`config.mk`:
```
export PLATFORM = sky130hd
export DESIGN_NAME = acc8_seq_core
export DESIGN_NICKNAME = d
export VERILOG_FILES = /design/src/rtl/acc8_pkg.sv /design/src/rtl/acc8_decode.sv /design/src/rtl/acc8_trace.sv /design/src/rtl/acc8_seq_core.sv
export SDC_FILE = /design/constraint.sdc
export NUM_CORES = 1
export LEC_CHECK = 0
export ABC_AREA = 0
export BUFFER_PORTS_ARGS = -buffer_cell sky130_fd_sc_hd__buf_2
export CORE_ASPECT_RATIO = 1.25
export CORE_MARGIN = 5
export CORE_UTILIZATION = 62
export CTS_CLUSTER_DIAMETER = 200
export CTS_CLUSTER_SIZE = 10
export DETAILED_ROUTE_END_ITERATION = 7
export PLACE_DENSITY = 0.86
export SLEW_MARGIN = 10
export SYNTH_ARGS = -nofsm -noshare
export SYNTH_HDL_FRONTEND = slang
export SYNTH_HIERARCHICAL = 1
export SYNTH_SLANG_ARGS = --single-unit
export TNS_END_PERCENT = 100
```
`constraint.sdc`:
```
create_clock -name clk -period 8.35 [get_ports clk]
set_clock_uncertainty 0.05 [all_clocks]
set_input_delay 1.67 -clock clk [delete_from_list [all_inputs] [get_ports clk]]
set_output_delay 1.67 -clock clk [all_outputs]
set_load 0.02 [all_outputs]
```
`src/rtl/acc8_pkg.sv`:
```
package acc8_pkg;

  localparam logic [7:0] OPC_CLRA = 8'h87;
  localparam logic [7:0] OPC_LDAI = 8'h86;
  localparam logic [7:0] OPC_LDAD = 8'h96;
  localparam logic [7:0] OPC_LDAE = 8'hB6;
  localparam logic [7:0] OPC_LDXI = 8'hCE;
  localparam logic [7:0] OPC_LDXE = 8'hFE;
  localparam logic [7:0] OPC_STXE = 8'h7E;
  localparam logic [7:0] OPC_INCE = 8'h72;
  localparam logic [7:0] OPC_BRA  = 8'h20;

  typedef enum logic [3:0] {
    C_CLRA, C_LDAI, C_LDAD, C_LDAE, C_LDXI,
    C_LDXE, C_STXE, C_INCE, C_BRA,  C_ILL
  } op_cls_t;

  typedef enum logic [3:0] {
    S_VHI, S_VLO, S_FETCH, S_INT, S_OPR1, S_OPR2,
    S_RD1, S_RD2, S_WR1, S_WR2, S_HALT
  } seq_st_t;

endpackage

```
`src/rtl/acc8_decode.sv`:
```
module acc8_decode
  import acc8_pkg::*;
(
  input  logic [7:0] op_i,
  output op_cls_t    cls_o
);

  always_comb begin
    unique case (op_i)
      OPC_CLRA: cls_o = C_CLRA;
      OPC_LDAI: cls_o = C_LDAI;
      OPC_LDAD: cls_o = C_LDAD;
      OPC_LDAE: cls_o = C_LDAE;
      OPC_LDXI: cls_o = C_LDXI;
      OPC_LDXE: cls_o = C_LDXE;
      OPC_STXE: cls_o = C_STXE;
      OPC_INCE: cls_o = C_INCE;
      OPC_BRA:  cls_o = C_BRA;
      default:  cls_o = C_ILL;
    endcase
  end

endmodule

```
`src/rtl/acc8_trace.sv`:
```
module acc8_trace #(
  parameter int AW = 16,
  parameter int DW = 8
) (
  input  logic          clk,
  input  logic          rst,
  input  logic          act_i,
  input  logic          we_i,
  input  logic [AW-1:0] addr_i,
  input  logic [DW-1:0] rdata_i,
  input  logic [DW-1:0] wdata_i,
  output logic          trc_valid,
  output logic [AW-1:0] trc_addr,
  output logic [DW-1:0] trc_data,
  output logic          trc_write
);

  always_ff @(posedge clk) begin
    if (rst) begin
      trc_valid <= 1'b0;
      trc_addr  <= '0;
      trc_data  <= '0;
      trc_write <= 1'b0;
    end else begin
      trc_valid <= act_i;
      if (act_i) begin
        trc_addr  <= addr_i;
        trc_data  <= we_i ? wdata_i : rdata_i;
        trc_write <= we_i;
      end
    end
  end

  // the trace never reports an access while no bus cycle ran
  p_trace_quiet_r13: assert property (@(posedge clk) disable iff (rst)
    !act_i |=> !trc_valid);

endmodule

```
`src/rtl/acc8_seq_core.sv`:
```
module acc8_seq_core
  import acc8_pkg::*;
#(
  parameter int            AW       = 16,
  parameter int            DW       = 8,
  parameter logic [AW-1:0] VEC_ADDR = 16'hFFFE
) (
  input  logic            clk,
  input  logic            rst,
  output logic [AW-1:0]   bus_addr,
  output logic            bus_we,
  output logic [DW-1:0]   bus_wdata,
  input  logic [DW-1:0]   bus_rdata,
  output logic            trc_valid,
  output logic [AW-1:0]   trc_addr,
  output logic [DW-1:0]   trc_data,
  output logic            trc_write,
  output logic [DW-1:0]   acc_a,
  output logic [2*DW-1:0] idx_x,
  output logic [AW-1:0]   prog_ctr,
  output logic            illegal
);

  localparam int XW = 2 * DW;
  localparam int PW = AW - DW;

  seq_st_t         st;
  op_cls_t         cls, dec_cls;
  logic [AW-1:0]   pc, ear;
  logic [DW-1:0]   tmp;
  logic            bus_act;
  logic [AW-1:0]   pc_inc;

  acc8_decode u_dec (
    .op_i  (bus_rdata),
    .cls_o (dec_cls)
  );

  assign pc_inc = pc + 1'b1;

  // bus cycle decoded from the sequencer state
  always_comb begin
    bus_act = 1'b1;
    bus_we  = 1'b0;
    unique case (st)
      S_VHI:                  bus_addr = VEC_ADDR;
      S_VLO:                  bus_addr = VEC_ADDR + 1'b1;
      S_FETCH, S_OPR1, S_OPR2: bus_addr = pc;
      S_RD1:                  bus_addr = ear;
      S_RD2:                  bus_addr = ear + 1'b1;
      S_WR1: begin            bus_addr = ear;        bus_we = 1'b1; end
      S_WR2: begin            bus_addr = ear + 1'b1; bus_we = 1'b1; end
      default: begin          bus_addr = pc;         bus_act = 1'b0; end
    endcase
    if (st == S_WR2)
      bus_wdata = idx_x[DW-1:0];
    else if (cls == C_STXE)
      bus_wdata = idx_x[XW-1:DW];
    else
      bus_wdata = tmp;
  end

  always_ff @(posedge clk) begin
    if (rst) begin
      st      <= S_VHI;
      cls     <= C_ILL;
      pc      <= '0;
      ear     <= '0;
      tmp     <= '0;
      acc_a   <= '0;
      idx_x   <= '0;
      illegal <= 1'b0;
    end else begin
      unique case (st)
        S_VHI: begin
          tmp <= bus_rdata;
          st  <= S_VLO;
        end
        S_VLO: begin
          pc <= {tmp, bus_rdata};
          st <= S_FETCH;
        end
        S_FETCH: begin
          cls <= dec_cls;
          pc  <= pc_inc;
          if (dec_cls == C_CLRA)      st <= S_INT;
          else if (dec_cls == C_ILL) begin
            st      <= S_HALT;
            illegal <= 1'b1;
          end else                    st <= S_OPR1;
        end
        S_INT: begin
          acc_a <= '0;
          st    <= S_FETCH;
        end
        S_OPR1: begin
          unique case (cls)
            C_LDAI: begin
              acc_a <= bus_rdata;
              pc    <= pc_inc;
              st    <= S_FETCH;
            end
            C_LDXI: begin
              tmp <= bus_rdata;
              pc  <= pc_inc;
              st  <= S_OPR2;
            end
            C_LDAD: begin
              ear <= {{PW{1'b0}}, bus_rdata};
              pc  <= pc_inc;
              st  <= S_RD1;
            end
            C_BRA: begin
              pc <= pc_inc + {{PW{bus_rdata[DW-1]}}, bus_rdata};
              st <= S_FETCH;
            end
            default: begin
              ear[AW-1:DW] <= bus_rdata;
              pc           <= pc_inc;
              st           <= S_OPR2;
            end
          endcase
        end
        S_OPR2: begin
          pc <= pc_inc;
          if (cls == C_LDXI) begin
            idx_x <= {tmp, bus_rdata};
            st    <= S_FETCH;
          end else begin
            ear[DW-1:0] <= bus_rdata;
            st          <= (cls == C_STXE) ? S_WR1 : S_RD1;
          end
        end
        S_RD1: begin
          if (cls == C_LDXE) begin
            tmp <= bus_rdata;
            st  <= S_RD2;
          end else if (cls == C_INCE) begin
            tmp <= bus_rdata + 1'b1;
            st  <= S_WR1;
          end else begin
            acc_a <= bus_rdata;
            st    <= S_FETCH;
          end
        end
        S_RD2: begin
          idx_x <= {tmp, bus_rdata};
          st    <= S_FETCH;
        end
        S_WR1:   st <= (cls == C_STXE) ? S_WR2 : S_FETCH;
        S_WR2:   st <= S_FETCH;
        default: st <= S_HALT;
      endcase
    end
  end

  assign prog_ctr = pc;

  acc8_trace #(.AW(AW), .DW(DW)) u_trc (
    .clk       (clk),
    .rst       (rst),
    .act_i     (bus_act),
    .we_i      (bus_we),
    .addr_i    (bus_addr),
    .rdata_i   (bus_rdata),
    .wdata_i   (bus_wdata),
    .trc_valid (trc_valid),
    .trc_addr  (trc_addr),
    .trc_data  (trc_data),
    .trc_write (trc_write)
  );

  // the unknown-opcode flag holds until reset
  p_illegal_sticky_r12: assert property (@(posedge clk) disable iff (rst)
    illegal |=> illegal);

  // every opcode fetch advances the program counter by one
  p_fetch_step_r2: assert property (@(posedge clk) disable iff (rst)
    (st == S_FETCH) |=> (pc == AW'($past(pc) + 1'b1)));

  // the internal cycle of clear-A leaves A at zero
  p_clra_zero_r3: assert property (@(posedge clk) disable iff (rst)
    (st == S_INT) |=> (acc_a == '0));

  // the low byte of a 16-bit store goes one address above the high byte
  p_store_order_r9: assert property (@(posedge clk) disable iff (rst)
    (st == S_WR1 && cls == C_STXE) |=>
      (bus_we && bus_addr == AW'($past(bus_addr) + 1'b1)));

  // the write-back after an increment read carries the read value plus one
  p_inc_writeback_r10: assert property (@(posedge clk) disable iff (rst)
    (st == S_RD1 && cls == C_INCE) |=>
      (bus_we && bus_wdata == DW'($past(bus_rdata) + 1'b1)));

endmodule

```
[After elaboration in Yosys (flattened, before gate mapping)]
Cells that the tools add are included.
Storage, ports and cells
  bits in registers: 99
  latch bits: 0
  memory bits (writable): 0
  bits in read-only memories: 0
  logic and storage cells: 106
  memories: 0
Cells by class
  add/sub/neg operators: 4
  multipliers: 0
  divide/modulo/power cells: 0
  order comparisons: 0
  equal/unequal tests: 34
  shift-type cells: 0
  multiplexer cells: 32
  bitwise gates (word level): 2
  reduce and logical (&&, ||, !) cells: 21
Operators by type and width (number)
  $mux W8: 11
  $pmux W16 S4: 1
  $eq A8 B8 Y1 const B: 6
  $pmux W16 S3: 1
  $pmux W8 S3: 2
  $pmux W4 S9: 1
  $add A16 B1 Y16 const B: 2
  $eq A4 B3 Y1 const B: 8
  $mux W16: 2
  $pmux W16 S2: 1
  $pmux W8 S2: 2
  $mux W4: 7
  $pmux W4 S7: 1
  $add A16 B16 Y16: 1
  $eq A4 B4 Y1 const B: 4
  $eq A8 B7 Y1 const B: 2
  $eq A4 B2 Y1 const B: 3
  $ne A2 B2 Y1 const B: 5
  $reduce_or A2 Y1: 5
  $reduce_and A3 Y1: 3
  $reduce_bool A3 Y1: 3
  $reduce_or A9 Y1: 1
  $add A8 B1 Y8 const B: 1
  $eq A4 B1 Y1 const B: 2
  12 further kinds: 18

[Logic depth before layout (Yosys ltp)]
  depth after elaboration: 6
  gate-level depth with buffers: 13

[Cells and area by module]
The synthesis kept the hierarchy.
Modules (own cells, without submodules)
  acc8_seq_core: times used 1, cells an instance 659, area an instance 5138.7 um^2
  acc8_trace: times used 1, cells an instance 93, area an instance 1002.2 um^2
  acc8_decode: times used 1, cells an instance 28, area an instance 192.7 um^2

[Worst setup path before layout]
No wires, ideal clock.
  path kind: input -> register
  start: in bus_rdata[1]
  end: reg pc[15], in the netlist prog_ctr[15]
  library setup time: 62 ps
  arrival time: 3553 ps
  data required time: 8238 ps
  path slack: 4685 ps
  stages: 8
  cells stage by stage: ha_1 > a211oi_1 > o21ai_1 > a31oi_1 > a31oi_1 > xnor2_1 > or4b_1 > nand3_1
Between the ends
  longest elaborated chain between the ends: 3
RTL lines
  start, declared: RTL line acc8_seq_core.sv:13  | input logic [DW-1:0] bus_rdata,
  $add A16 B16 Y16: RTL line acc8_seq_core.sv:114  | pc <= pc_inc + {{PW{bus_rdata[DW-1]}}, bus_rdata};
  $mux W16: RTL line acc8_seq_core.sv:97  | unique case (cls)
  $pmux W16 S3: RTL line acc8_seq_core.sv:74  | unique case (st)
  end signal, assigned: RTL line acc8_seq_core.sv:100  | pc <= pc_inc;
  end signal, assigned: RTL line acc8_seq_core.sv:114
  end signal, assigned: RTL line acc8_seq_core.sv:119  | pc <= pc_inc;
  end, declared: RTL line acc8_seq_core.sv:29  | logic [AW-1:0] pc, ear;
Every way passes these cells.
A chain may end at the register's enable or synchronous reset.

[Worst setup path after layout]
  start: reg st[3]
  end: out bus_addr[3]
Between the ends
  longest elaborated chain between the ends: 3
RTL lines
  start, declared: RTL line acc8_seq_core.sv:27  | seq_st_t st;
  start signal, assigned: RTL line acc8_seq_core.sv:131  | st <= (cls == C_STXE) ? S_WR1 : S_RD1;
  start signal, assigned: RTL line acc8_seq_core.sv:150  | S_WR1: st <= (cls == C_STXE) ? S_WR2 : S_FETCH;
  $eq A4 B4 Y1 / $eq A4 B3 Y1 (equally long branches): RTL line acc8_seq_core.sv:45  | unique case (st)
  $reduce_or A2 Y1 (no source line)
  $pmux W16 S4 (*): RTL line acc8_seq_core.sv:45
  end, declared: RTL line acc8_seq_core.sv:10  | output logic [AW-1:0] bus_addr,
Every way passes the cells marked *; elsewhere a longest branch is shown, timed or not.

==> results_dict.tcl <==
set metrics [dict create \
    yosysMostFrequentCell "nor2_1" \
    die_h_um 123 \
    total_power_w 0.00246 \
    place_ws_ns 4.15 \
    critPathBufInv 2 \
    grt_pass1_vias 5997 \
    ff2ff_setup_slack_ns 4.58 \
    slew_headroom_pct 27.9 \
    pwr-share-comb_pct 52.7 \
    vias_per_cell 6.53 \
    p_sw_share_pct 48.8 \
    syn_area_um2 6330 \
    ys_seq_elements 99 \
    htreeDepth 3 \
    routabilityCongestion 0.946 \
    cts_setup_buffers 0 \
    die_x_um 100 \
    dp_hpwl_um 14000 \
    clk_pin_slew_ns 0.07 \
    cpMaxStageDelayCell "dfxtp_1" \
    fin_ws_ns 3.79 \
    areaGrowthSynthToFinish_pct 12.1 \
    drt-total-wl_um 19400 \
    diodes 0 \
    worstMarginPinSlew_ns 1.08 \
    yosysTopAreaCellShare_pct 31.3 \
    rsz0062_at_grt "no" \
    portBuffers 101 \
    antenna_found_initial 0 \
    slowest_delay_ns 0.86 \
    setup.worst_path.start_class "register" \
    maxCapViolCount 0 \
    critPathKind "reg2out" \
    setup_viol 0 \
    yosysTopAreaCell "dfxtp_1" \
    route.detailed.drc 0 \
    multi_input_area_um2 4060 \
    coreArea_um2 10100 \
    initial_core_util_pct 63.0 \
    crit_required_ns 6.63 \
    instances_no_fill 983 \
    layout-drive-gt1-share_pct 16.6 \
    antenna_left 0 \
    cp_cell_sequence "inv_2, o21ai_1, o21ai_0, o21a_1, buf_2" \
    grt_pass1_wl_um 30500 \
    synthCells 780 \
    tritoncts "done" \
    hold_violations 0 \
    die_area_um2 12300 \
    clock-sinks 99 \
    worstHoldPathType "reg2reg" \
    ff_latch_area_um2 1980 \
    drt_first_pass_iters 5 \
    synth-edff-count 0 \
    cts_buffers 9 \
    syn-num-nets 812 \
    cts_hold_buffers 0 \
    p_int_w 0.00126 \
    grt_max_degree 102 \
    seq_power_share_pct 30.5 \
    syn_avg_cell_area_um2 8.12 \
    holdWs_ns 0.400 \
    period_minus_slack_ns 4.56 \
    cts_root_buf "clkbuf_16" \
    synth_common_cells "134 x nor2_1, 99 x dfxtp_1, 62 x mux2i_1, 50 x nand2_1, 34 x a21oi_1" \
    dp_cells 967 \
    clock_latency_ns 0.35 \
    grt_overflow 0 \
    cp_max_fo 18 \
    finalCritPeriodShare_pct 54.6 \
    grt_use_total_pct 31.0 \
    yosys_warnings 6 \
    vias 6422 \
    powerDensity_nw_per_um2 347 \
    cpLargestDelayFamily "compound AO/OA/AOI/OAI gates" \
    p_leak_nw 3.12 \
    wl_per_cell_um 19.7 \
    yosysUniqueCellTypes 69 \
    ys_seq_area_share_pct 31.3 \
    num_io_pins 102 \
    critPathArrivalTime_ns 2.84 \
    fmaxAchievable_mhz 219 \
    p_switching_w 0.00120 \
    synthTopCellsByArea "dfxtp_1 31%, mux2i_1 9.8%, nor2_1 7.9%" \
    fillers 861 \
    ir_worst_vdd_mv 0.169 \
    status "finished, final reports clean" \
    async_flop_share_pct 0 \
    synthFlopType "dfxtp_1" \
    cp-end-kind "output pin" \
    clkPwrFrac_pct 16.8 \
    drt_iter0_drc 641 \
    clk_path_buf_depth 2 \
    setup_tns_ns 0 \
    cts_resized 0 \
    nets 881 \
    rows 41 \
    drv_slew 0 \
]
-- power groups by stage --
| stage | Combinational, W | Sequential (W) | Clock (W) |
|---|---|---|---|
| floorplan | 0.000887 | 0.000763 | 0 |
| global placement | 0.00125 | 0.000748 | 0 |
| detailed placement | 0.00128 | 0.000753 | 0 |
| CTS | 0.00129 | 0.000743 | 0.000416 |
| global route | 0.00142 | 0.000763 | 0.000434 |
| finish | 0.00130 | 0.000750 | 0.000414 |
-- flip-flops by register name (all words and copies together) (netlist names) --
signal,count
tmp,8
u_trc/trc_valid,1
u_trc/trc_data,8
prog_ctr,16
illegal,1
acc_a,8
ear,16
u_trc/trc_addr,16
cls,4
idx_x,16
u_trc/trc_write,1
st,4
-- layout make-up --
| cell class | count | share of cell area, % |
|---|---|---|
| Multi-Input combinational cell | 616 | 57.1 |
| Sequential cell | 99 | 27.9 |
| Timing Repair Buffer | 106 | 7.65 |
| Clock buffer | 10 | 3.37 |
| Tap cell | 129 | 2.27 |
| Inverter | 17 | 0.899 |
| Clock inverter | 6 | 0.775 |
-- worst min-delay path, stage by stage (launching register included) --
cell	delay, ns
dfxtp_1	0.31
inv_1	0.04
a21oi_1	0.05
-- cell families (layout without fill, tap and decap cells) --
family | count (synthesis) | in the layout | share of synthesized area [%]
AO/OA/AOI/OAI | 188 | 188 | 20.7
buffers and inverters | 65 | 139 | 4.86
adder cells (fa/ha/maj) | 22 | 22 | 4.46
multiplexers | 63 | 63 | 9.98
AND/OR/NAND/NOR | 297 | 297 | 22.3
flip-flops | 99 | 99 | 31.3
XOR/XNOR | 46 | 46 | 6.36
-- per-layer routing --
layer | share of wire [%] | vias to the layer above | track usage, %
met4 | 4.1 | 0 | 15.5
met1 | 40 | 3055 | 39.1
met2 | 48 | 339 | 51.7
met5 | 0 | - | 0
li1 | - | 2978 | -
met3 | 7.6 | 50 | 4.23
-- cells in the final DEF, fill, tap and decap left out, types with 13 or more instances in the layout --
master / Yosys / layout
ha_1: 21 / 21
a22oi_1: 16 / 16
a211oi_1: 27 / 27
dfxtp_1: 99 / 99
nand4_1: 13 / 13
inv_1: 14 / 14
nor2_1: 134 / 134
nand2_1: 50 / 50
nor3_1: 18 / 18
xor2_1: 23 / 23
o21ai_0: 29 / 28
buf_2: 13 / 101
xnor2_1: 23 / 23
nand3_1: 23 / 23
a21oi_1: 34 / 34
mux2i_1: 62 / 62
-- path summary, 6_finish.rpt --
path                from      endpoint  cells after the start
max                st[3]   bus_addr[3]                      5
min              illegal       illegal                      2
max reg2reg  prog_ctr[1]  prog_ctr[15]                     12
min reg2reg      illegal       illegal                      2
-- per-stage QoR --
stage / utilization (%) / instance area [µm²]
after floorplan: - / 6330
after global placement: 67.7 / 6810
after detailed placement: 67.7 / 6810
after CTS: 70.6 / 7100
after global routing: 70.6 / 7100
final: 70.6 / 7100
Power figures use the tool's default switching activity.
